File: src/rtl/fam_pkg.sv
package fam_pkg;

  typedef enum logic [1:0] {
    KIND_OFF,
    KIND_T1_WIN,
    KIND_E1_FAS,
    KIND_E1_BOTH
  } critKind_t;

  typedef struct packed {
    logic      clearAll;
    critKind_t kind;
    logic [3:0] winLen;
  } ctlStrobes_t;

endpackage

File: src/rtl/fam_ctrl.sv
module fam_ctrl
  import fam_pkg::*;
(
  input  logic        clk,
  input  logic        rstN,
  input  logic        modeE1,
  input  logic [3:0]  critCode,
  input  logic        realign,
  input  logic        declareReq,
  output ctlStrobes_t ctl,
  output logic        lossPulse,
  output logic        lossStatus,
  output logic        aisEnable,
  output logic        cfgInvalid
);

  critKind_t  kind;
  logic [3:0] winLen;
  logic       active;
  logic [4:0] cfgNow;
  logic [4:0] cfgPrev;
  logic       cfgChange;
  logic       fire;

  // Criterion decode
  always_comb begin
    kind   = KIND_OFF;
    winLen = 4'd0;
    if (modeE1) begin
      case (critCode)
        4'b0100: kind = KIND_E1_BOTH;
        4'b1100: kind = KIND_E1_FAS;
        default: kind = KIND_OFF;
      endcase
    end else begin
      case (critCode)
        4'b0001: begin kind = KIND_T1_WIN; winLen = 4'd4; end
        4'b0010: begin kind = KIND_T1_WIN; winLen = 4'd5; end
        4'b0100: begin kind = KIND_T1_WIN; winLen = 4'd6; end
        default: kind = KIND_OFF;
      endcase
    end
  end

  assign active     = (kind != KIND_OFF);
  assign aisEnable  = active;
  assign cfgInvalid = (critCode != 4'b0000) && !active;
  assign cfgNow     = {modeE1, critCode};
  assign cfgChange  = (cfgNow != cfgPrev);
  assign fire       = declareReq && active && !cfgChange && !realign;

  assign ctl.clearAll = !active || cfgChange || realign;
  assign ctl.kind     = kind;
  assign ctl.winLen   = winLen;

  always_ff @(posedge clk) begin
    if (!rstN) begin
      cfgPrev    <= '0;
      lossPulse  <= 1'b0;
      lossStatus <= 1'b0;
    end else begin
      cfgPrev   <= cfgNow;
      lossPulse <= fire;
      if (!active || realign)
        lossStatus <= 1'b0;
      else if (fire)
        lossStatus <= 1'b1;
    end
  end

  AST_PULSE_SINGLE: assert property (@(posedge clk) disable iff (!rstN)
    lossPulse |=> !lossPulse);
  AST_STATUS_WITH_PULSE: assert property (@(posedge clk) disable iff (!rstN)
    lossPulse |-> lossStatus);
  AST_STATUS_HOLD: assert property (@(posedge clk) disable iff (!rstN)
    (lossStatus && !realign && active) |=> lossStatus);
  AST_QUIET_WHEN_OFF: assert property (@(posedge clk) disable iff (!rstN)
    !active |=> (!lossPulse && !lossStatus));
  AST_QUIET_ON_CHANGE: assert property (@(posedge clk) disable iff (!rstN)
    cfgChange |=> !lossPulse);
  AST_INVALID_QUIET: assert property (@(posedge clk) disable iff (!rstN)
    cfgInvalid |=> !lossPulse);

endmodule

File: src/rtl/fam_datapath.sv
module fam_datapath
  import fam_pkg::*;
#(
  parameter int HIST_DEPTH = 6,
  parameter int ERR_THRESH = 2,
  parameter int FAS_LIMIT  = 3,
  parameter int CRC_LIMIT  = 915,
  parameter int CRC_WINDOW = 1000
) (
  input  logic        clk,
  input  logic        rstN,
  input  ctlStrobes_t ctl,
  input  logic        fbitStb,
  input  logic        fbitErr,
  input  logic        fasStb,
  input  logic        fasErr,
  input  logic        crcStb,
  input  logic        crcErr,
  output logic        declareReq
);

  localparam int CNT_W  = $clog2(HIST_DEPTH + 1);
  localparam int FAS_W  = $clog2(FAS_LIMIT + 1);
  localparam int CERR_W = $clog2(CRC_LIMIT + 1);
  localparam int CSUB_W = $clog2(CRC_WINDOW + 1);

  logic [HIST_DEPTH-1:0] hist;
  logic [HIST_DEPTH-1:0] histNext;
  logic [HIST_DEPTH-1:0] winMask;
  logic [HIST_DEPTH-1:0] masked;
  logic [CNT_W-1:0]      fbitSum;
  logic [FAS_W-1:0]      fasCnt;
  logic [CERR_W-1:0]     crcErrCnt;
  logic [CSUB_W-1:0]     crcSubCnt;
  logic t1On, fasOn, crcOn;
  logic t1Hit, fasHit, crcHit, restart;

  // Window mask: the newest winLen history slots
  for (genvar g = 0; g < HIST_DEPTH; g++) begin : g_mask
    assign winMask[g] = (ctl.winLen > 4'(g));
  end

  assign histNext = {hist[HIST_DEPTH-2:0], fbitErr};
  assign masked   = histNext & winMask;

  always_comb begin
    fbitSum = '0;
    for (int i = 0; i < HIST_DEPTH; i++)
      fbitSum = fbitSum + {{(CNT_W-1){1'b0}}, masked[i]};
  end

  assign t1On  = (ctl.kind == KIND_T1_WIN);
  assign fasOn = (ctl.kind == KIND_E1_FAS) || (ctl.kind == KIND_E1_BOTH);
  assign crcOn = (ctl.kind == KIND_E1_BOTH);

  assign t1Hit  = t1On && fbitStb && (fbitSum >= CNT_W'(ERR_THRESH));
  assign fasHit = fasOn && fasStb && fasErr && (fasCnt == FAS_W'(FAS_LIMIT - 1));
  assign crcHit = crcOn && crcStb && crcErr && (crcErrCnt == CERR_W'(CRC_LIMIT - 1));

  assign declareReq = t1Hit || fasHit || crcHit;
  assign restart    = ctl.clearAll || declareReq;

  always_ff @(posedge clk) begin
    if (!rstN || restart) begin
      hist      <= '0;
      fasCnt    <= '0;
      crcErrCnt <= '0;
      crcSubCnt <= '0;
    end else begin
      if (t1On && fbitStb)
        hist <= histNext;
      if (fasOn && fasStb)
        fasCnt <= fasErr ? fasCnt + 1'b1 : '0;
      if (crcOn && crcStb) begin
        if (crcSubCnt == CSUB_W'(CRC_WINDOW - 1)) begin
          crcSubCnt <= '0;
          crcErrCnt <= '0;
        end else begin
          crcSubCnt <= crcSubCnt + 1'b1;
          crcErrCnt <= crcErrCnt + {{(CERR_W-1){1'b0}}, crcErr};
        end
      end
    end
  end

  AST_FAS_BELOW_LIMIT: assert property (@(posedge clk) disable iff (!rstN)
    fasCnt < FAS_W'(FAS_LIMIT));
  AST_CRC_ERR_BELOW: assert property (@(posedge clk) disable iff (!rstN)
    crcErrCnt < CERR_W'(CRC_LIMIT));
  AST_CRC_WINDOW_BOUND: assert property (@(posedge clk) disable iff (!rstN)
    crcSubCnt < CSUB_W'(CRC_WINDOW));
  AST_HIST_BELOW_THRESH: assert property (@(posedge clk) disable iff (!rstN)
    (t1On && !ctl.clearAll) |-> ($countones(hist & winMask) < ERR_THRESH));
  AST_CLEAR_EMPTIES: assert property (@(posedge clk) disable iff (!rstN)
    ctl.clearAll |=> (hist == '0 && fasCnt == '0 && crcErrCnt == '0));

endmodule

File: src/rtl/falign_monitor.sv
module falign_monitor
  import fam_pkg::*;
#(
  parameter int HIST_DEPTH = 6,
  parameter int ERR_THRESH = 2,
  parameter int FAS_LIMIT  = 3,
  parameter int CRC_LIMIT  = 915,
  parameter int CRC_WINDOW = 1000
) (
  input  logic       clk,
  input  logic       rstN,
  input  logic       modeE1,
  input  logic [3:0] critCode,
  input  logic       fbitStb,
  input  logic       fbitErr,
  input  logic       fasStb,
  input  logic       fasErr,
  input  logic       crcStb,
  input  logic       crcErr,
  input  logic       realign,
  output logic       lossPulse,
  output logic       lossStatus,
  output logic       aisEnable,
  output logic       cfgInvalid
);

  ctlStrobes_t ctl;
  logic        declareReq;

  fam_ctrl uCtrl (
    .clk        (clk),
    .rstN       (rstN),
    .modeE1     (modeE1),
    .critCode   (critCode),
    .realign    (realign),
    .declareReq (declareReq),
    .ctl        (ctl),
    .lossPulse  (lossPulse),
    .lossStatus (lossStatus),
    .aisEnable  (aisEnable),
    .cfgInvalid (cfgInvalid)
  );

  fam_datapath #(
    .HIST_DEPTH (HIST_DEPTH),
    .ERR_THRESH (ERR_THRESH),
    .FAS_LIMIT  (FAS_LIMIT),
    .CRC_LIMIT  (CRC_LIMIT),
    .CRC_WINDOW (CRC_WINDOW)
  ) uDatapath (
    .clk        (clk),
    .rstN       (rstN),
    .ctl        (ctl),
    .fbitStb    (fbitStb),
    .fbitErr    (fbitErr),
    .fasStb     (fasStb),
    .fasErr     (fasErr),
    .crcStb     (crcStb),
    .crcErr     (crcErr),
    .declareReq (declareReq)
  );

endmodule

File: config.mk
export PLATFORM = sky130hd
export DESIGN_NAME = falign_monitor
export DESIGN_NICKNAME = d
export VERILOG_FILES = /design/src/rtl/fam_pkg.sv /design/src/rtl/fam_ctrl.sv /design/src/rtl/fam_datapath.sv /design/src/rtl/falign_monitor.sv
export SDC_FILE = /design/constraint.sdc
export NUM_CORES = 1
export LEC_CHECK = 0
export BUFFER_PORTS_ARGS = -buffer_cell sky130_fd_sc_hd__buf_4
export CAP_MARGIN = 20
export CORE_ASPECT_RATIO = 0.8
export CORE_MARGIN = 5
export CORE_UTILIZATION = 55
export DETAILED_ROUTE_END_ITERATION = 10
export PLACE_DENSITY = 0.75
export SLEW_MARGIN = 40
export SYNTH_ARGS = -nofsm -noshare
export SYNTH_HDL_FRONTEND = slang
export SYNTH_SLANG_ARGS = --single-unit
File: constraint.sdc
create_clock -name clk -period 4.98 [get_ports clk]
set_input_delay 0.498 -clock clk [delete_from_list [all_inputs] [get_ports clk]]
set_output_delay 0.498 -clock clk [all_outputs]
set_load 0.02 [all_outputs]
==> results.ini <==
[route]
dr.first_iter.drc_count=90
route.vias.total=1532
drt_pass1_iterations=4
avgRoutedWirePerCell_microns=13.4
detail_route_antenna_nets=0
drt_wl_total_microns=3730
remaining_drc_errors=0
detail_route.vias_per_cell=5.49

[finish]
layout.cell_area.non_filler_sq_um=2190
multi_input_area_sq_um=1200
final_net_count=258
finalCoreUtilization_pct=63.5
seq_area_sq_um=681
area_growth_syn_to_layout_pct=11.2
num_antenna_cells=0
layout-drive-gt1-share_pct=21.5
fillers=303

[grt]
global_routing_usage_on_met1_pct=24.3
initial_antenna_violation_count=0
grt_pass1_vias=1489
grt-ovfl-total=0
global_route.usage.met3_pct=4.99
grt_most_used_layer=met1
all_layer_global_routing_usage_pct=17.2
wire_length_of_the_first_global_routing_pass_microns=6800
grt_max_degree=14
use_met2_pct=23.9

[min_path]
hold_path_class=input port to register

[outcome]
status=finished clean

[timing]
skew_ps=6.93
tightest_slew_ps=662
rsz0062_at_grt=false
worst_slew_margin_rel_pct=55.4
hold_viol_final=0
fmax_mhz=270
final.min_clock_period_ps=3700
fin_hold_ws_ps=459
setup-tns-final_ps=0
timing_max_transition_violations_final=0
final-setup-viol-count=0
final.period_utilization_pct=74.3

[floorplan]
die_height_microns=63.5
die_w_microns=76.9
io_pins=18
core_region_area_sq_um=3450
die_area_sq_um=4880
start_util_pct=57.1
fp-row-count=19

[pwr]
power.switching_uw=120
p_comb_share_pct=7.5
cellPowerDensity_nw_per_um2=239
worst_ir_drop_vdd_mv=0.169
p_leak_nw=0.727
p_int_uw=404
fin_total_pwr_uw=524
share_seq_of_total_power_pct=52.5
share_clk_of_total_power_pct=40.0
swShare_pct=22.9

[critical_path]
crit_required_ps=5210
timing.critical_path.cells=buf_4 > xor2_1 > o211a_1 > and2_1 > ha_1 > inv_1 > fa_1 > inv_1 > ha_1 > a31o_2 > fa_1 > nor2_1 > o22ai_1 > buf_4 > nand4b_1 > nor2_1
crit_slowest_cell=sky130_fd_sc_hd__fa_1
crit_arrival_ps=3930
cpPeakStageDelay_ps=530
critical_path_fanouts_max=11
sort_of_element_at_the_start_of_the_critical_path=input port
critical_path_class=input port to register
critical_path.endpoint_type=register

[cts]
ctsLongestPathBuffers=2
hold_buffers=0
cts_inserted_buffers=5
tritoncts=built
cts.clk_slew.worst_paths_ps=70
depth_of_the_cts_h_tree=2
ctsRootBufferMaster=sky130_fd_sc_hd__clkbuf_8
postCtsResizedCells=0
worst_skew_pair.late_latency_ps=290
post-cts-setup-buffers=0
numClockSinks=34

[synthesis]
synthDominantAreaCellType=sky130_fd_sc_hd__dfxtp_1
ys.warnings.count=0
number_of_unique_standard_cell_types_used_by_synthesis=47
post_synth_inst_count=218
synthAdderAreaFrac_pct=6.35
seq_area_frac_synth_pct=34.6
synth.area.top_cells=sky130_fd_sc_hd__dfxtp_1 35%, sky130_fd_sc_hd__xnor2_1 6.2%, sky130_fd_sc_hd__nand2_1 5.0%
simple_gate_portion_of_the_synthesized_area_pct=35.5
syn-cell-area_sq_um=1970
synth_enable_flop_cells=0
synth_top_family_by_area=simple AND/OR/NAND/NOR gates
netlist.area_leader.share_pct=34.6
synth.avg_cell_area_sq_um=9.03
synthArstFlopShare_pct=0
fraction_of_synthesized_area_in_multiplexers_pct=0
synth-xor-area-share_pct=9.78
dominantRegCellSynth=sky130_fd_sc_hd__dfxtp_1
synthMostInstantiatedCell=sky130_fd_sc_hd__dfxtp_1
ys_ff_latch=34
syn_nets=240
synth.cells.most_frequent=34 x sky130_fd_sc_hd__dfxtp_1, 26 x sky130_fd_sc_hd__nand2_1, 16 x sky130_fd_sc_hd__nor2_1
complex_gate_fraction_of_the_synthesized_area_pct=9.47

[job]
number_of_maximum_capacitance_constraint_violations=0

[placed_design]
placement.cell_area_sq_um=2100
numPortBuffers=17
dp.final_hpwl_microns=2780
gp_congestion=0.819

-- placed cells by master, fill, tap and decap left out, types with 2 or more instances in the layout --
cell and n:
sky130_fd_sc_hd__o21ai_0 2, sky130_fd_sc_hd__nand3_1 11, sky130_fd_sc_hd__dfxtp_1 34, sky130_fd_sc_hd__nor3_1 12, sky130_fd_sc_hd__o21ai_1 2, sky130_fd_sc_hd__a21oi_2 6, sky130_fd_sc_hd__nor4_4 2, sky130_fd_sc_hd__xor2_1 8
sky130_fd_sc_hd__xnor2_1 14, sky130_fd_sc_hd__nor2_1 16, sky130_fd_sc_hd__nor4_1 4, sky130_fd_sc_hd__or2_2 2, sky130_fd_sc_hd__a21oi_1 6, sky130_fd_sc_hd__nor2_2 4, sky130_fd_sc_hd__inv_1 7, sky130_fd_sc_hd__nand2_1 26
sky130_fd_sc_hd__nor3b_1 2, sky130_fd_sc_hd__and2_1 9, sky130_fd_sc_hd__ha_1 6, sky130_fd_sc_hd__nand2b_1 3, sky130_fd_sc_hd__fa_1 2, sky130_fd_sc_hd__nand4_1 7, sky130_fd_sc_hd__clkbuf_8 6, sky130_fd_sc_hd__nor3_2 3
sky130_fd_sc_hd__buf_4 18, sky130_fd_sc_hd__and4_1 2, sky130_fd_sc_hd__nand4b_1 2
-- state kept, by name, indices dropped and copies added (netlist names) --
name,flops
uCtrl.lossStatus,1
uDatapath.crcErrCnt,10
uDatapath.crcSubCnt,10
uDatapath.hist,5
uDatapath.fasCnt,2
uCtrl.cfgPrev,5
uCtrl.lossPulse,1
-- layout make-up --
cell class,count,share of cell area (%)
Timing Repair Buffer,18,6.17
Clock buffer,7,3.94
Sequential cell,34,31.1
Tap cell,42,2.40
Inverter,7,1.20
Multi-Input combinational cell,170,55.0
Clock inverter,1,0.229
-- per-layer routing --
layer / routed length (microns) / up-vias
met1: 2020 / 705
met5: 0 / -
met4: 77 / 0
met2: 1470 / 21
li1: - / 799
met3: 165 / 7
-- cells by family after synthesis --
group | count (synthesis)
XOR/XNOR | 22
AND/OR/NAND/NOR | 115
adder cells (fa/ha/maj) | 9
buffers and inverters | 14
AO/OA/AOI/OAI | 24
flip-flops | 34
-- stage by stage --
step	setup slack [ps]	std cells
detailed placement	960	271
finish	1280	279
global placement	1010	271
global route	1050	279
CTS	1270	279
floorplan	1270	218
-- critical path, delay by kind of cell --
kind,cells,cell delay [ps]
adders and majority gates,4,1530
and+or+nand+nor,4,720
AOI/OAI and AO/OA,3,580
buffers and inverters,4,430
xor gates and xnor gates,1,180
-- worst paths after layout --
path                            cells after the start  slack (ps)                endpoint               from
worst min register to register                      2         460       uDatapath.hist[4]  uDatapath.hist[4]
worst max register to register                     13        1790  uDatapath.crcSubCnt[8]  uDatapath.hist[0]
worst max-delay path                               16        1280  uDatapath.crcSubCnt[8]        critCode[0]
worst min-delay path                                2         460        uCtrl.cfgPrev[3]               rstN
-- power groups by stage --
| stage | clock, mW | sequential [mW] | combinational (mW) |
|---|---|---|---|
| 2_1_floorplan | 0 | 0.281 | 0.0255 |
| 3_3_place_gp | 0 | 0.281 | 0.0392 |
| 3_5_place_dp | 0 | 0.281 | 0.0395 |
| 4_1_cts | 0.216 | 0.275 | 0.0397 |
| 5_1_grt | 0.230 | 0.275 | 0.0440 |
| 6_report | 0.209 | 0.275 | 0.0395 |
Note: power is estimated with default switching activity, not from simulation.
